File: config.mk
export PLATFORM = sky130hd
export DESIGN_NAME = scanline_irq_counter
export DESIGN_NICKNAME = d
export VERILOG_FILES = /design/src/rtl/scanline_irq_counter.sv
export SDC_FILE = /design/constraint.sdc
export NUM_CORES = 1
export LEC_CHECK = 0
export BUFFER_PORTS_ARGS = -buffer_cell sky130_fd_sc_hd__buf_2
export CORE_AREA = 2 2 50 52
export CTS_CLUSTER_DIAMETER = 30
export DETAILED_ROUTE_END_ITERATION = 10
export DIE_AREA = 0 0 52 54
export PLACE_DENSITY_LB_ADDON = 0.2
export SLEW_MARGIN = 15
export SYNTH_ARGS = -nofsm -noshare
export SYNTH_HDL_FRONTEND = slang
export SYNTH_SLANG_ARGS = --single-unit
File: constraint.sdc
create_clock -name clk -period 6.4 [get_ports clk]
set_input_delay 0.64 -clock clk [delete_from_list [all_inputs] [get_ports clk]]
set_output_delay 0.64 -clock clk [all_outputs]
set_load 0.05 [all_outputs]
File: src/rtl/scanline_irq_counter.sv
module scanline_irq_counter #(
  parameter int          W        = 8,
  parameter logic [15:0] EXT_BASE = 16'h4100
) (
  input  logic         clk,
  input  logic         rst_n,
  input  logic         wr_en,
  input  logic [15:0]  wr_addr,
  input  logic [W-1:0] wr_data,
  input  logic         tick,
  output logic         irq
);
  logic [W-1:0] latch_q, cnt_q, latch_nx, cnt_nx;
  logic         reload_q, en_q, irq_q, reload_nx, en_nx, fire;

  wire       ext_hit  = wr_en && (wr_addr[15:6] == EXT_BASE[15:6]);
  wire [5:0] ext_off  = wr_addr[5:0];
  wire       cart_hit = wr_en && wr_addr[15];
  wire [2:0] cart_sel = {wr_addr[14:13], wr_addr[0]};

  wire w_latch_ext  = ext_hit  && ext_off == 6'd1;
  wire w_latch_cart = cart_hit && cart_sel == 3'b100;
  wire w_reload     = (ext_hit && ext_off == 6'd2) || (cart_hit && cart_sel == 3'b101);
  wire w_ack        = (ext_hit && ext_off == 6'd3) || (cart_hit && cart_sel == 3'b110);
  wire w_enable     = (ext_hit && ext_off == 6'd4) || (cart_hit && cart_sel == 3'b111);

  assign latch_nx  = w_latch_ext  ? {wr_data[W-1:1], 1'b0} :
                     w_latch_cart ? wr_data : latch_q;
  assign reload_nx = reload_q | w_reload;
  assign en_nx     = w_ack ? 1'b0 : (w_enable ? 1'b1 : en_q);

  always_comb begin
    cnt_nx = cnt_q;
    if (tick) cnt_nx = (reload_nx || cnt_q == '0) ? latch_nx : cnt_q - 1'b1;
  end

  assign fire = tick && (cnt_q != '0) && (cnt_nx == '0) && en_nx;

  always_ff @(posedge clk or negedge rst_n) begin
    if (!rst_n) begin
      latch_q  <= '0;
      cnt_q    <= '0;
      reload_q <= 1'b0;
      en_q     <= 1'b0;
      irq_q    <= 1'b0;
    end else begin
      latch_q  <= latch_nx;
      cnt_q    <= cnt_nx;
      reload_q <= tick ? 1'b0 : reload_nx;
      en_q     <= en_nx;
      irq_q    <= (irq_q && !w_ack) || fire;
    end
  end

  assign irq = irq_q;
endmodule


# ---- Word level (Yosys, flattened, before mapping)
# Index checks and enable logic that the tools add are counted.
dict set report totals {
  ff_bits 19
  in_bits 28
  out_inout_bits 1
  elab_cells 46
}
dict set report op_classes {
  n_addsub 1
  eq_ne 9
  muxes 7
  bitwise_logic 1
  reduce_logical 23
}
# op n
set ops {}
lappend ops {{8-bit two-way mux} 4}
lappend ops {{8-bit logical NOT} 2}
lappend ops {{1-bit logical AND} 14}
lappend ops {{3-bit == test, second input constant} 4}
lappend ops {{6-bit by 2-bit == test with 1-bit output, second input constant} 2}
lappend ops {{10-bit by 9-bit == test with 1-bit output, second input constant} 1}
lappend ops {{8-bit nonzero test} 1}
lappend ops {{8-bit by 1-bit subtractor with 8-bit output, second input constant} 1}
lappend ops {{6-bit by 1-bit == test with 1-bit output, second input constant} 1}
lappend ops {{6-bit by 3-bit == test with 1-bit output, second input constant} 1}
lappend ops {{1-bit logical OR} 5}
lappend ops {{1-bit two-way mux} 3}
lappend ops {{1-bit logical NOT} 1}
lappend ops {{1-bit OR} 1}

# ---- Depth between registers and ports, before layout
dict set report logic_depth {
  depth_word 12
  ltp_mapped 9
  depth_no_buf 9
}

# ---- Least setup slack after synthesis
# No wires, ideal clock.
dict set report synth_path {
  kind {input to register}
  startpoint {input port wr_addr[6]}
  endpoint {register irq_q, in the netlist irq}
  setup_time_ps 104
  arrival_time_ps 2530
  t_required_ps 6296
  path_slack_ps 3766
  path_stages 7
  path_buffers 0
  path_cell_list {nor4b_4 > nand4_1 > o21ai_2 > mux2_2 > o31ai_1 > o211ai_2 > o41ai_2}
}
dict set report synth_via {
  word_cells_on_any_way 22
  classes_between {eq/ne: 1; mux: 5; bitwise: 1; reduce/logical: 15}
}
# element line_no
set synth_rtl {}
lappend synth_rtl {{start, declared} 8} ;# input logic [15:0] wr_addr,
lappend synth_rtl {{10-bit by 9-bit == test with 1-bit output} 16} ;# wire ext_hit = wr_en && (wr_addr[15:6] == EXT_BASE[15:6]);
lappend synth_rtl {{1-bit logical AND} 16}
lappend synth_rtl {{1-bit logical AND} 21} ;# wire w_latch_ext = ext_hit && ext_off == 6'd1;
lappend synth_rtl {{8-bit two-way mux} 27} ;# assign latch_nx = w_latch_ext ? {wr_data[W-1:1], 1'b0} :
lappend synth_rtl {{net latch_nx[6]} 13} ;# logic [W-1:0] latch_q, cnt_q, latch_nx, cnt_nx;
lappend synth_rtl {{8-bit two-way mux (2 in series)} 34} ;# if (tick) cnt_nx = (reload_nx || cnt_q == '0) ? latch_nx : cnt_q - 1'b1;
lappend synth_rtl {{8-bit logical NOT} 37} ;# assign fire = tick && (cnt_q != '0) && (cnt_nx == '0) && en_nx;
lappend synth_rtl {{1-bit logical AND (2 in series)} 37}
lappend synth_rtl {{1-bit logical OR} 51} ;# irq_q <= (irq_q && !w_ack) || fire;
lappend synth_rtl {{end signal, assigned} 51}
lappend synth_rtl {{end, declared} 14} ;# logic reload_q, en_q, irq_q, reload_nx, en_nx, fire;
# The timed path passes the listed nets, and every way through them passes these cells.

# ---- Worst setup path after layout
# Ends and elaborated chain as after synthesis.

==> results_dict.tcl <==
set metrics [dict create \
    power_frac_comb_pct 33.9 \
    vdd_drop_max_v 0.000204 \
    end_kind "register" \
    start_util_pct 51.8 \
    p_sw_share_pct 35.9 \
    clk_path_buf_depth 2 \
    async_flop_share_pct 100 \
    clkPwrFrac_pct 16.6 \
    worst-setup-path-type "input port to register" \
    synth_common_cells "dfrtp_1, inv_1, nor2_1" \
    core_area_mm2 0.00232 \
    viasPerCell 6.00 \
    num_rows 18 \
    powerDensity_mw_per_mm2 260 \
    synth_edf_count 0 \
    synth.net_count 149 \
    post_cts_buffers 0 \
    maxCapViolCount 0 \
    ant_nets 0 \
    intPower_uw 231 \
    grt_usage_pct 20.2 \
    firstDrtPassIters 5 \
    rsz0062_at_grt "false" \
    gp_congestion 0.846 \
    p_leak_uw 0.000623 \
    drive_gt1_share_pct 33.3 \
    dp_hpwl_um 2100 \
    hold_viol_final 0 \
    wl_per_cell_um 14.8 \
    numCtsBuffers 3 \
    avgSynthCellArea_um2 10.0 \
    synth_top_area_share_pct 39.5 \
    n_fill_cell 211 \
    worst_hold_path_type "input port to async pin" \
    drv_slew 0 \
    period_minus_slack_ps 2670 \
    yosysUniqueCellTypes 43 \
    period_share_pct 41.7 \
    synth_flop_cell "dfrtp_1" \
    grt_pass1_vias 941 \
    dp_cells 176 \
    drc 0 \
    slew_headroom_pct 65.4 \
    insertion_delay_ps 300 \
    die-area_mm2 0.00281 \
    critPathRequiredTime_ps 6600 \
    die_y_um 54 \
    nNetsFinal 180 \
    io_buffers 28 \
    seq_area_frac_synth_pct 39.5 \
    grt_first_pass_wirelength_um 4150 \
    setup_tns_ps 0 \
    vias 1080 \
    finalSetupViolCount 0 \
    ctsHoldBuffers 0 \
    seq_power_share_pct 49.4 \
    clk_pin_slew_ps 100 \
    antenna_found_initial 0 \
    ys_ff_latch 19 \
    slowest_delay_ps 420 \
    grt_max_degree 20 \
    fin_hold_ws_ps 252 \
    clock.fmax_mhz 375 \
    wl_um 2670 \
    ioPinCount 29 \
    root_buffer "clkbuf_4" \
    cts_resized 0 \
    cp_slowest_cell "mux2_2" \
    yosysWarnings 0 \
    drt_iter0_markers 30 \
    critical_path.max_fanout 7 \
    start_kind "input port" \
    layoutNonFillerInstCount 180 \
    syn_to_final_growth_pct 15.4 \
    yosysTopAreaCell "dfrtp_1" \
    worst_pin_slew_ps 516 \
    synthCells 120 \
    synth_area_leaders "dfrtp_1, mux2_2, mux2i_1" \
    clock_sinks 19 \
    synth_most_common_cell "dfrtp_1" \
    cts_tree "done" \
    antenna_cells 0 \
    synth_area_mm2 0.00120 \
    arrival_ps 2870 \
    p_switching_uw 129 \
    worst_clock_skew_ps 7.99 \
    worstPathCellList "buf_2 -> nor4b_4 -> nand4_1 -> o21ai_2 -> mux2_2 -> o31ai_1 -> o211ai_2 -> o41ai_2" \
    gr-total-overflow 0 \
    status "complete, no violations" \
    die_x_um 52 \
    h-tree-depth 1 \
]
## final timing paths
kind	endpoint	slack, ps	startpoint	cells after the start
worst max-delay path	irq$_DFF_PN0_	3730	wr_addr[6]	8
worst min-delay path	latch_q[5]$_DFF_PN0_	250	rst_n	1
worst max register to register	irq$_DFF_PN0_	3840	cnt_q[0]$_DFF_PN0_	9
worst min register to register	latch_q[3]$_DFF_PN0_	500	latch_q[3]$_DFF_PN0_	2
max in group asynchronous	reload_q$_DFF_PN0_	5850	rst_n	1
min in group clk	latch_q[3]$_DFF_PN0_	500	latch_q[3]$_DFF_PN0_	2
## cells by family (layout without fill, tap and decap cells)
| kind of cell | Yosys count | after routing | synth area share, % |
|---|---|---|---|
| buffers and inverters | 13 | 43 | 4.99 |
| AND/OR/NAND/NOR | 45 | 45 | 25.2 |
| multiplexers | 10 | 10 | 8.84 |
| flip-flops | 19 | 19 | 39.5 |
| adder cells (fa/ha/maj) | 1 | 1 | 1.04 |
| AO/OA/AOI/OAI | 32 | 32 | 20.4 |
## critical path, delay by kind of cell
family / cells / cell delay [ps]
buffers and inverters: 1 / 110
multiplexers: 1 / 420
AND/OR/NAND/NOR: 2 / 540
AO/OA/AOI/OAI: 4 / 1160
## through the flow
step | util (%) | total power, uW | instance area, um2 | setup slack, ps
final | 59.8 | 360 | 1390 | 3730
after global routing | 59.8 | 385 | 1390 | 3460
after CTS | 59.8 | 362 | 1390 | 3720
after detailed placement | 58.7 | 302 | 1360 | 3420
after global placement | 58.7 | 298 | 1360 | 3480
after floorplan | - | 264 | 1200 | 3770
## power groups by stage
stage / clock network [uW] / logic (uW) / registers (uW)
after floorplan: 0 / 91.0 / 172
after global placement: 0 / 119 / 179
after detailed placement: 0 / 122 / 180
after CTS: 61.0 / 123 / 178
after global routing: 66.0 / 137 / 182
final: 59.9 / 122 / 178
## state kept, by name, indices dropped and copies added (netlist names)
name and flops:
latch_q 8, irq 1, cnt_q 8, reload_q 1
en_q 1
## layout by cell type, fill, tap and decap left out, types with 2 or more instances in the layout
master     n
nor2_1    10
nand4_1    5
and3_1     3
a211oi_1   2
nor3_1     4
a21oi_1    5
mux2i_1    5
nor4_1     2
clkbuf_4   3
nand2_1    7
o31ai_1    2
o22ai_1    2
o221ai_1   2
nand3_1    3
o21a_1     2
o21ai_0    6
dfrtp_1   19
inv_1     11
mux2_2     5
buf_2     28
## area by class of cell
| type | count | area [um2] | area share [%] |
|---|---|---|---|
| clock buffers | 4 | 26.3 | 1.89 |
| repair buffers | 28 | 140 | 10.1 |
| flip-flops and latches | 19 | 475 | 34.3 |
| well taps | 30 | 37.5 | 2.71 |
| multi-input cells | 88 | 667 | 48.1 |
| inverters | 11 | 41.3 | 2.98 |
## routing by layer
layer / wire, um / track usage [%]
met1: 1100 / 24.0
met2: 1360 / 37.3
met3: 163 / 1.67
met4: 45 / 8.77
met5: 0 / 0
Note: power is estimated with default switching activity, not from simulation.
